**src/rtl/wbs_pkg.sv**
```systemverilog
package wbs_pkg;
  // Bits needed to index n items, never less than one.
  function automatic int wbs_bits(input int n);
    return (n > 1) ? $clog2(n) : 1;
  endfunction
endpackage

```
**src/rtl/wbs_find.sv**
```systemverilog
module wbs_find #(
  parameter int WIDTH  = 2,
  parameter int DEPTH  = 4,
  parameter int CNT_W  = 2,
  parameter int CYC_W  = 2,
  parameter int PORT_W = 1
) (
  input  logic                   req,
  input  logic [DEPTH*CNT_W-1:0] cnt_in,
  output logic                   hit,
  output logic                   miss,
  output logic [CYC_W-1:0]       cyc,
  output logic [PORT_W-1:0]      port,
  output logic [DEPTH*CNT_W-1:0] cnt_out
);
  // Scan cycles nearest-first, take the first one with a free port.
  always_comb begin
    hit     = 1'b0;
    cyc     = '0;
    port    = '0;
    cnt_out = cnt_in;
    for (int d = 0; d < DEPTH; d++) begin
      if (req && !hit && (cnt_in[d*CNT_W +: CNT_W] < CNT_W'(WIDTH))) begin
        hit  = 1'b1;
        cyc  = CYC_W'(d);
        port = PORT_W'(cnt_in[d*CNT_W +: CNT_W]);
        cnt_out[d*CNT_W +: CNT_W] = cnt_in[d*CNT_W +: CNT_W] + 1'b1;
      end
    end
  end

  assign miss = req & ~hit;
endmodule

```
**src/rtl/wbs_window.sv**
```systemverilog
module wbs_window #(
  parameter int WIDTH  = 2,
  parameter int DEPTH  = 4,
  parameter int NREQ   = 3,
  parameter int TAG_W  = 8,
  parameter int CNT_W  = 2,
  parameter int CYC_W  = 2,
  parameter int PORT_W = 1
) (
  input  logic                    clk,
  input  logic                    rst,
  input  logic [DEPTH*CNT_W-1:0]  cnt_fin,
  input  logic [NREQ-1:0]         wr_en,
  input  logic [NREQ*CYC_W-1:0]   wr_cyc,
  input  logic [NREQ*PORT_W-1:0]  wr_port,
  input  logic [NREQ*TAG_W-1:0]   wr_tag,
  output logic [DEPTH*CNT_W-1:0]  view_cnt,
  output logic [WIDTH-1:0]        wb_valid,
  output logic [WIDTH*TAG_W-1:0]  wb_tag
);
  logic [DEPTH*CNT_W-1:0] cnt_q;
  logic [TAG_W-1:0]       tag_q [DEPTH][WIDTH];
  logic [TAG_W-1:0]       tag_d [DEPTH][WIDTH];

  // Occupancy as seen after this edge's advance: row k takes row k+1.
  assign view_cnt = {{CNT_W{1'b0}}, cnt_q[DEPTH*CNT_W-1:CNT_W]};

  always_comb begin
    for (int k = 0; k < DEPTH-1; k++)
      for (int p = 0; p < WIDTH; p++)
        tag_d[k][p] = tag_q[k+1][p];
    for (int p = 0; p < WIDTH; p++)
      tag_d[DEPTH-1][p] = '0;
    for (int i = 0; i < NREQ; i++)
      if (wr_en[i])
        tag_d[wr_cyc[i*CYC_W +: CYC_W]][wr_port[i*PORT_W +: PORT_W]] =
          wr_tag[i*TAG_W +: TAG_W];
  end

  always_ff @(posedge clk) begin
    if (rst) cnt_q <= '0;
    else     cnt_q <= cnt_fin;
  end

  // Tag array carries no reset; occupancy counts qualify every entry.
  always_ff @(posedge clk) begin
    for (int k = 0; k < DEPTH; k++)
      for (int p = 0; p < WIDTH; p++)
        tag_q[k][p] <= tag_d[k][p];
  end

  always_comb begin
    for (int p = 0; p < WIDTH; p++) begin
      wb_valid[p] = CNT_W'(p) < cnt_q[0 +: CNT_W];
      wb_tag[p*TAG_W +: TAG_W] = wb_valid[p] ? tag_q[0][p] : '0;
    end
  end

  genvar g;
  generate
    for (g = 0; g < DEPTH; g++) begin : g_bound
      AST_CNT_BOUND: assert property (@(posedge clk) disable iff (rst)
        cnt_q[g*CNT_W +: CNT_W] <= CNT_W'(WIDTH));
    end
    for (g = 0; g < DEPTH-1; g++) begin : g_shift
      AST_SHIFT_KEEP: assert property (@(posedge clk) disable iff (rst)
        cnt_q[g*CNT_W +: CNT_W] >= $past(cnt_q[(g+1)*CNT_W +: CNT_W]));
    end
  endgenerate
endmodule

```
**src/rtl/wb_slot_alloc.sv**
```systemverilog
module wb_slot_alloc import wbs_pkg::*; #(
  parameter int WIDTH = 2,
  parameter int DEPTH = 4,
  parameter int NREQ  = 3,
  parameter int TAG_W = 8,
  localparam int CYC_W  = wbs_bits(DEPTH),
  localparam int PORT_W = wbs_bits(WIDTH),
  localparam int CNT_W  = wbs_bits(WIDTH+1)
) (
  input  logic                   clk,
  input  logic                   rst,
  input  logic [NREQ-1:0]        req_valid,
  input  logic [NREQ*TAG_W-1:0]  req_tag,
  output logic [NREQ-1:0]        gnt_valid,
  output logic [NREQ*CYC_W-1:0]  gnt_cycle,
  output logic [NREQ*PORT_W-1:0] gnt_port,
  output logic [NREQ-1:0]        gnt_overflow,
  output logic [WIDTH-1:0]       wb_valid,
  output logic [WIDTH*TAG_W-1:0] wb_tag
);
  localparam int ROW_W = DEPTH*CNT_W;

  logic [(NREQ+1)*ROW_W-1:0] cnt_chain;
  logic [NREQ-1:0]           hit, miss;
  logic [NREQ*CYC_W-1:0]     cyc;
  logic [NREQ*PORT_W-1:0]    port;
  logic [ROW_W-1:0]          view_cnt;

  assign cnt_chain[0 +: ROW_W] = view_cnt;

  // One search per lane; each lane sees the counts left by lower lanes.
  genvar i;
  generate
    for (i = 0; i < NREQ; i++) begin : g_lane
      wbs_find #(.WIDTH(WIDTH), .DEPTH(DEPTH), .CNT_W(CNT_W),
                 .CYC_W(CYC_W), .PORT_W(PORT_W)) u_find (
        .req     (req_valid[i]),
        .cnt_in  (cnt_chain[i*ROW_W +: ROW_W]),
        .hit     (hit[i]),
        .miss    (miss[i]),
        .cyc     (cyc[i*CYC_W +: CYC_W]),
        .port    (port[i*PORT_W +: PORT_W]),
        .cnt_out (cnt_chain[(i+1)*ROW_W +: ROW_W])
      );
    end
  endgenerate

  wbs_window #(.WIDTH(WIDTH), .DEPTH(DEPTH), .NREQ(NREQ), .TAG_W(TAG_W),
               .CNT_W(CNT_W), .CYC_W(CYC_W), .PORT_W(PORT_W)) u_win (
    .clk      (clk),
    .rst      (rst),
    .cnt_fin  (cnt_chain[NREQ*ROW_W +: ROW_W]),
    .wr_en    (hit),
    .wr_cyc   (cyc),
    .wr_port  (port),
    .wr_tag   (req_tag),
    .view_cnt (view_cnt),
    .wb_valid (wb_valid),
    .wb_tag   (wb_tag)
  );

  always_ff @(posedge clk) begin
    if (rst) begin
      gnt_valid    <= '0;
      gnt_overflow <= '0;
      gnt_cycle    <= '0;
      gnt_port     <= '0;
    end else begin
      gnt_valid    <= hit;
      gnt_overflow <= miss;
      gnt_cycle    <= cyc;
      gnt_port     <= port;
    end
  end

  AST_GNT_EXCL: assert property (@(posedge clk) disable iff (rst)
    (gnt_valid & gnt_overflow) == '0);
  AST_GNT_REQ: assert property (@(posedge clk) disable iff (rst)
    ((gnt_valid | gnt_overflow) & ~$past(req_valid)) == '0);
  AST_WB_PREFIX: assert property (@(posedge clk) disable iff (rst)
    (wb_valid & (wb_valid + 1'b1)) == '0);
endmodule

```
**config.mk**
```make
export PLATFORM = sky130hd
export DESIGN_NAME = wb_slot_alloc
export DESIGN_NICKNAME = d
export VERILOG_FILES = /design/src/rtl/wbs_pkg.sv /design/src/rtl/wbs_find.sv /design/src/rtl/wbs_window.sv /design/src/rtl/wb_slot_alloc.sv
export SDC_FILE = /design/constraint.sdc
export NUM_CORES = 1
export LEC_CHECK = 0
export BUFFER_PORTS_ARGS = -buffer_cell sky130_fd_sc_hd__buf_4
export CORE_ASPECT_RATIO = 1.2
export CORE_MARGIN = 5
export CORE_UTILIZATION = 60
export DETAILED_ROUTE_END_ITERATION = 6
export GPL_ROUTABILITY_DRIVEN = 0
export PLACE_DENSITY = 0.88
export SLEW_MARGIN = 20
export SYNTH_ARGS = -nofsm -noshare
export SYNTH_HDL_FRONTEND = slang
export SYNTH_HIERARCHICAL = 1
export SYNTH_SLANG_ARGS = --single-unit
```
**constraint.sdc**
```tcl
create_clock -name clk -period 8.03 [get_ports clk]
set_clock_uncertainty 0.15 [all_clocks]
set_input_delay 1.606 -clock clk [delete_from_list [all_inputs] [get_ports clk]]
set_output_delay 1.606 -clock clk [all_outputs]
set_load 0.02 [all_outputs]
```
==> results of run 1 <==
-- state kept, by name, summed over array words and instances (netlist names) --
| name | cells |
|---|---|
| gnt_cycle | 6 |
| gnt_overflow | 3 |
| gnt_port | 3 |
| gnt_valid | 3 |
| u_win/cnt_q | 8 |
| u_win/tag_q | 64 |
-- kinds of logic after synthesis --
kind of cell	after synthesis	synth area share [%]
xor+xnor	9	1.60
buf+inv	60	9.07
fa+ha+maj	3	0.763
flops	87	35.4
other cells	1	0.0762
simple gates	167	20.2
mux	80	17.1
compound gates	127	15.9
-- final cells by class --
| cell class | count | area share [%] |
|---|---|---|
| Multi-Input combinational cell | 388 | 52.1 |
| Sequential cell | 87 | 33.1 |
| Timing Repair Buffer | 63 | 8.99 |
| Clock buffer | 10 | 2.42 |
| Tap cell | 95 | 2.26 |
| Clock inverter | 6 | 0.856 |
| Inverter | 4 | 0.285 |
-- critical path, stage by stage --
cell and delay (ns):
buf_4 0.15, and2b_1 0.16, ha_1 0.29, a21o_1 0.29, and2b_1 0.24, ha_1 0.14, inv_1 0.04, a32oi_1 0.15
o32a_1 0.34, nand4b_1 0.45, nand4_1 0.46, o22ai_1 0.14, a21oi_1 0.15
-- metal layers --
layer  wire (µm)  up-vias
li1            -     1910
met1        4720     1900
met2        6200      228
met3        1060       48
met4         491        0
met5           0        -
-- placed cells by master, fill, tap and decap left out, types with 9 or more instances in the layout --
| cell | n |
|---|---|
| dfxtp_1 | 87 |
| nor2_1 | 32 |
| clkbuf_8 | 9 |
| a22oi_1 | 16 |
| o21ai_0 | 23 |
| xor2_1 | 9 |
| mux2i_1 | 48 |
| nand2_1 | 50 |
| o22ai_1 | 16 |
| mux2_2 | 32 |
| nor2b_1 | 21 |
| buf_4 | 63 |
| a21oi_1 | 41 |
-- metrics by stage --
stage	worst slack, ns	hold slack, ns	util [%]
2_1_floorplan	3.76	0.326	-
3_3_place_gp	3.17	0.347	63.1
3_5_place_dp	2.92	0.372	63.1
4_1_cts	3.31	0.394	65.2
5_1_grt	3.27	0.413	65.3
6_report	3.55	0.398	65.3
-- path summary, 6_finish.rpt --
check                                   startpoint                end  cells after the start
worst min register to register  u_win/tag_q[1][21]  u_win/tag_q[1][5]                      2
worst max-delay path                  req_valid[0]  u_win/tag_q[1][7]                     13
worst max register to register      u_win/cnt_q[3]  u_win/tag_q[1][7]                     12
worst min-delay path            u_win/tag_q[1][21]  u_win/tag_q[1][5]                      2
-- power groups by stage --
stage | sequential, W | combinational (W) | clock, W
floorplan | 0.000484 | 0.000175 | 0
global placement | 0.000485 | 0.000225 | 0
detailed placement | 0.000487 | 0.000231 | 0
CTS | 0.000477 | 0.000231 | 0.000279
global route | 0.000481 | 0.000251 | 0.000298
finish | 0.000477 | 0.000234 | 0.000275
==> results_dict.tcl, run 1 <==
set metrics [dict create \
    outcome "complete, no violations" \
    synth.avg_cell_area_um2 9.22 \
    use_met3_pct 4.49 \
    met1_usage_pct 28.5 \
    cts_tree "yes" \
    power.leakage_nw 2.39 \
    ys_ff_latch 87 \
    via_count 4086 \
    overflow 0 \
    timing.slew.headroom_pct 36.0 \
    gr-usage-met2_pct 43.4 \
    fillers 657 \
    design.die.area_mm2 0.0101 \
    max_cap_violations 0 \
    io_pins 62 \
    numCtsBuffers 9 \
    placed_area_mm2 0.00509 \
    tightest_slew_ns 0.956 \
    track_usage_pct 24.5 \
    clock_sinks 87 \
    min_period_ns 4.48 \
    cp-end-kind "register" \
    fin_crit_sh_pct 55.8 \
    num_antenna_cells 0 \
    async_flop_share_pct 0 \
    drc 0 \
    grt_max_degree 24 \
    clk_pin_slew_ns 0.09 \
    core_area_mm2 0.00806 \
    dp.cells 637 \
    setup_violations 0 \
    yosysMostFrequentCell "dfxtp_1" \
    syn_inst 534 \
    chipWidth_um 92.7 \
    synthFlopType "dfxtp_1" \
    p_sw_w 0.000311 \
    switching_share_pct 31.5 \
    clk_latency_ns 0.36 \
    dr.pass1.iters 5 \
    routed_wl_mm 12.5 \
    hold_path.class "reg2reg" \
    startpoint_type "input port" \
    yosysTopAreaCell "dfxtp_1" \
    critPathKind "in2reg" \
    viasPerCell 6.26 \
    clkPwrFrac_pct 27.9 \
    power_frac_seq_pct 48.4 \
    yosysSeqAreaShare_pct 35.4 \
    dp_hpwl_mm 8.71 \
    synth_cell_types 50 \
    synth-edff-count 0 \
    multi_input_area_mm2 0.00274 \
    detail-route-antenna-nets 0 \
    synth_area_leaders "dfxtp_1, mux2i_1, mux2_2" \
    ctsResizeCount 0 \
    reg2reg_setup_slack_ns 4.34 \
    drive_gt1_share_pct 24.2 \
    yosysTopAreaCellShare_pct 35.4 \
    setup_tns_ns 0 \
    postCtsSetupBuffers 0 \
    final-hold-violation-count 0 \
    portBuffers 61 \
    ys_warn_count 6 \
    critPathRequiredTime_ns 8.17 \
    die_h_um 109 \
    start_util_pct 61.0 \
    layout.nets 585 \
    power_density_mw_per_mm2 187 \
    p_comb_share_pct 23.7 \
    slew_viol_final 0 \
    wl_per_cell_um 19.1 \
    syn2layout_area_growth_pct 6.94 \
    grt_first_pass_wirelength_mm 19.0 \
    clock-root-buffer "clkbuf_8" \
    rsz0062_at_grt "no" \
    synth_top_cells_by_count "dfxtp_1, nand2_1, mux2i_1, a21oi_1" \
    rows 36 \
    instances_no_fill 653 \
    fmax_mhz 223 \
    cts-hold-fix-buffers 0 \
    path_max_fanout 10 \
    antenna_found_initial 0 \
    syn_area_mm2 0.00492 \
    clockBufferDepth 2 \
    power.total_w 0.000987 \
    drt_iter0_drc 378 \
    grt_pass1_vias 3939 \
    top_usage_layer "met2" \
    peakVddDrop_mv 0.147 \
    h-tree-depth 3 \
    p_int_w 0.000676 \
    final-seq-area_mm2 0.00174 \
    final_area_mm2 0.00526 \
    crit_arrival_ns 4.62 \
]
(Power assumes the default switching activity.)
==> run 2, diff against run 1 <==
--- a/config.mk
+++ b/config.mk
@@ -8,10 +8,10 @@
 export BUFFER_PORTS_ARGS = -buffer_cell sky130_fd_sc_hd__buf_4
 export CORE_ASPECT_RATIO = 1.2
 export CORE_MARGIN = 5
-export CORE_UTILIZATION = 60
+export CORE_UTILIZATION = 58
 export DETAILED_ROUTE_END_ITERATION = 6
 export GPL_ROUTABILITY_DRIVEN = 0
-export PLACE_DENSITY = 0.88
+export PLACE_DENSITY = 0.86
 export SLEW_MARGIN = 20
 export SYNTH_ARGS = -nofsm -noshare
 export SYNTH_HDL_FRONTEND = slang
==> constraint.sdc (replaced) <==
create_clock -name clk -period 4.5 [get_ports clk]
set_clock_uncertainty 0.15 [all_clocks]
set_input_delay 0.9 -clock clk [delete_from_list [all_inputs] [get_ports clk]]
set_output_delay 0.9 -clock clk [all_outputs]
set_load 0.02 [all_outputs]
==> results_dict.tcl, run 2 (synthesis gave the netlist of run 1 again) <==
set metrics [dict create \
    io_pins 62 \
    timing.slew.headroom_pct 45.3 \
    design.die.area_mm2 0.0104 \
    fin_crit_sh_pct 84.7 \
    placed_area_mm2 0.00516 \
    final-hold-violation-count 0 \
    power_density_mw_per_mm2 341 \
    numCtsBuffers 9 \
    final_area_mm2 0.00536 \
    h-tree-depth 3 \
    rsz0062_at_grt "no" \
    dr.pass1.iters 5 \
    max_cap_violations 0 \
    die_h_um 111 \
    antenna_found_initial 0 \
    syn2layout_area_growth_pct 8.87 \
    clk_pin_slew_ns 0.09 \
    min_period_ns 3.81 \
    clock-root-buffer "clkbuf_8" \
    clockBufferDepth 2 \
    ctsResizeCount 0 \
    grt_first_pass_wirelength_mm 20.4 \
    peakVddDrop_mv 0.218 \
    chipWidth_um 94.1 \
    grt_max_degree 24 \
    overflow 0 \
    clk_latency_ns 0.35 \
    num_antenna_cells 0 \
    rows 36 \
    viasPerCell 6.12 \
    postCtsSetupBuffers 0 \
    start_util_pct 60.0 \
    drt_iter0_drc 336 \
    largest_register "u_win/tag_q" \
    via_count 4153 \
    drive_gt1_share_pct 25.0 \
    path_max_fanout 10 \
    cp-end-kind "register" \
    crit_arrival_ns 3.94 \
    slew_viol_final 0 \
    layout.nets 592 \
    largest_reg_flops 64 \
    setup_violations 0 \
    clock_sinks 87 \
    cts-hold-fix-buffers 0 \
    wl_per_cell_um 19.1 \
    track_usage_pct 25.0 \
    cts_tree "yes" \
    routed_wl_mm 13.0 \
    dp_hpwl_mm 8.79 \
    fmax_mhz 263 \
    tightest_slew_ns 0.821 \
    outcome "complete, no violations" \
    portBuffers 61 \
    critPathKind "in2reg" \
    detail-route-antenna-nets 0 \
    top_regs "u_win/tag_q x64, u_win/cnt_q x8, gnt_cycle x6" \
    power.leakage_nw 2.44 \
    core_area_mm2 0.00820 \
    critPathRequiredTime_ns 4.63 \
    fillers 675 \
    layout_common_cells "dfxtp_1, buf_4, nand2_1" \
    final_common_cell "dfxtp_1" \
    setup_tns_ns 0 \
    grt_pass1_vias 4210 \
    startpoint_type "input port" \
    hold_path.class "reg2reg" \
    drc 0 \
]
[run 2: cell count changes in the layout (fill, tap and decap cells not counted), sizes merged]
cell	previous run	this run
buf	63	70
bufinv	0	1
clkinv	1	3
clkinvlp	3	1
inv	6	5
[run 2: final cells by class]
| type | count | area, µm² | share of cell area (%) |
|---|---|---|---|
| Clock inverter | 6 | 68.8 | 1.28 |
| Timing Repair Buffer | 70 | 526 | 9.81 |
| Inverter | 4 | 15.0 | 0.280 |
| Multi-Input combinational cell | 388 | 2740 | 51.1 |
| Tap cell | 114 | 143 | 2.66 |
| Clock buffer | 10 | 128 | 2.38 |
| Sequential cell | 87 | 1740 | 32.5 |
[run 2: routing by layer]
| metal | vias to the layer above | wire [µm] | global-route usage, % |
|---|---|---|---|
| met4 | 0 | 516 | 12.9 |
| met2 | 206 | 6570 | 43.1 |
| li1 | 1932 | - | - |
| met5 | - | 0 | 0 |
| met3 | 56 | 1040 | 6.04 |
| met1 | 1959 | 4860 | 28.1 |
[run 2: worst paths after layout]
check | endpoint | cells after the start | startpoint | slack [ns]
hold reg to reg | u_win/tag_q[0][23] | 2 | u_win/tag_q[1][7] | 0.41
hold / removal | u_win/tag_q[0][23] | 2 | u_win/tag_q[1][7] | 0.41
setup / recovery | u_win/tag_q[1][3] | 13 | req_valid[0] | 0.69
setup reg to reg | u_win/tag_q[1][3] | 12 | u_win/cnt_q[3] | 0.79
[run 2: power breakdown]
group / leakage (nW) / switching [W] / internal (W)
logic: 1.63 / 0.000254 / 0.000177
clock network: 0.0968 / 0.000290 / 0.000260
registers: 0.709 / 0.0000203 / 0.000828
[run 2: through the flow]
stage	worst slack (ns)	power, W	hold slack [ns]	instances	util (%)
after global routing	0.573	0.00191	0.416	679	65.4
after global placement	0.687	0.00128	0.359	663	63.0
after detailed placement	0.513	0.00129	0.369	663	63.0
after CTS	0.879	0.00184	0.388	679	65.4
after floorplan	0.933	0.00118	0.326	535	-
final	0.691	0.00183	0.407	679	65.4
[run 2: worst max-delay path, cell delays in order]
cell and delay [ns]:
buf_4 0.15, and2b_1 0.16, ha_1 0.29, a21o_1 0.30, and2b_1 0.24, ha_1 0.13, inv_1 0.04, a32oi_1 0.16
o32a_1 0.37, nand4b_1 0.42, nand4_1 0.43, o22ai_1 0.15, a21oi_1 0.18
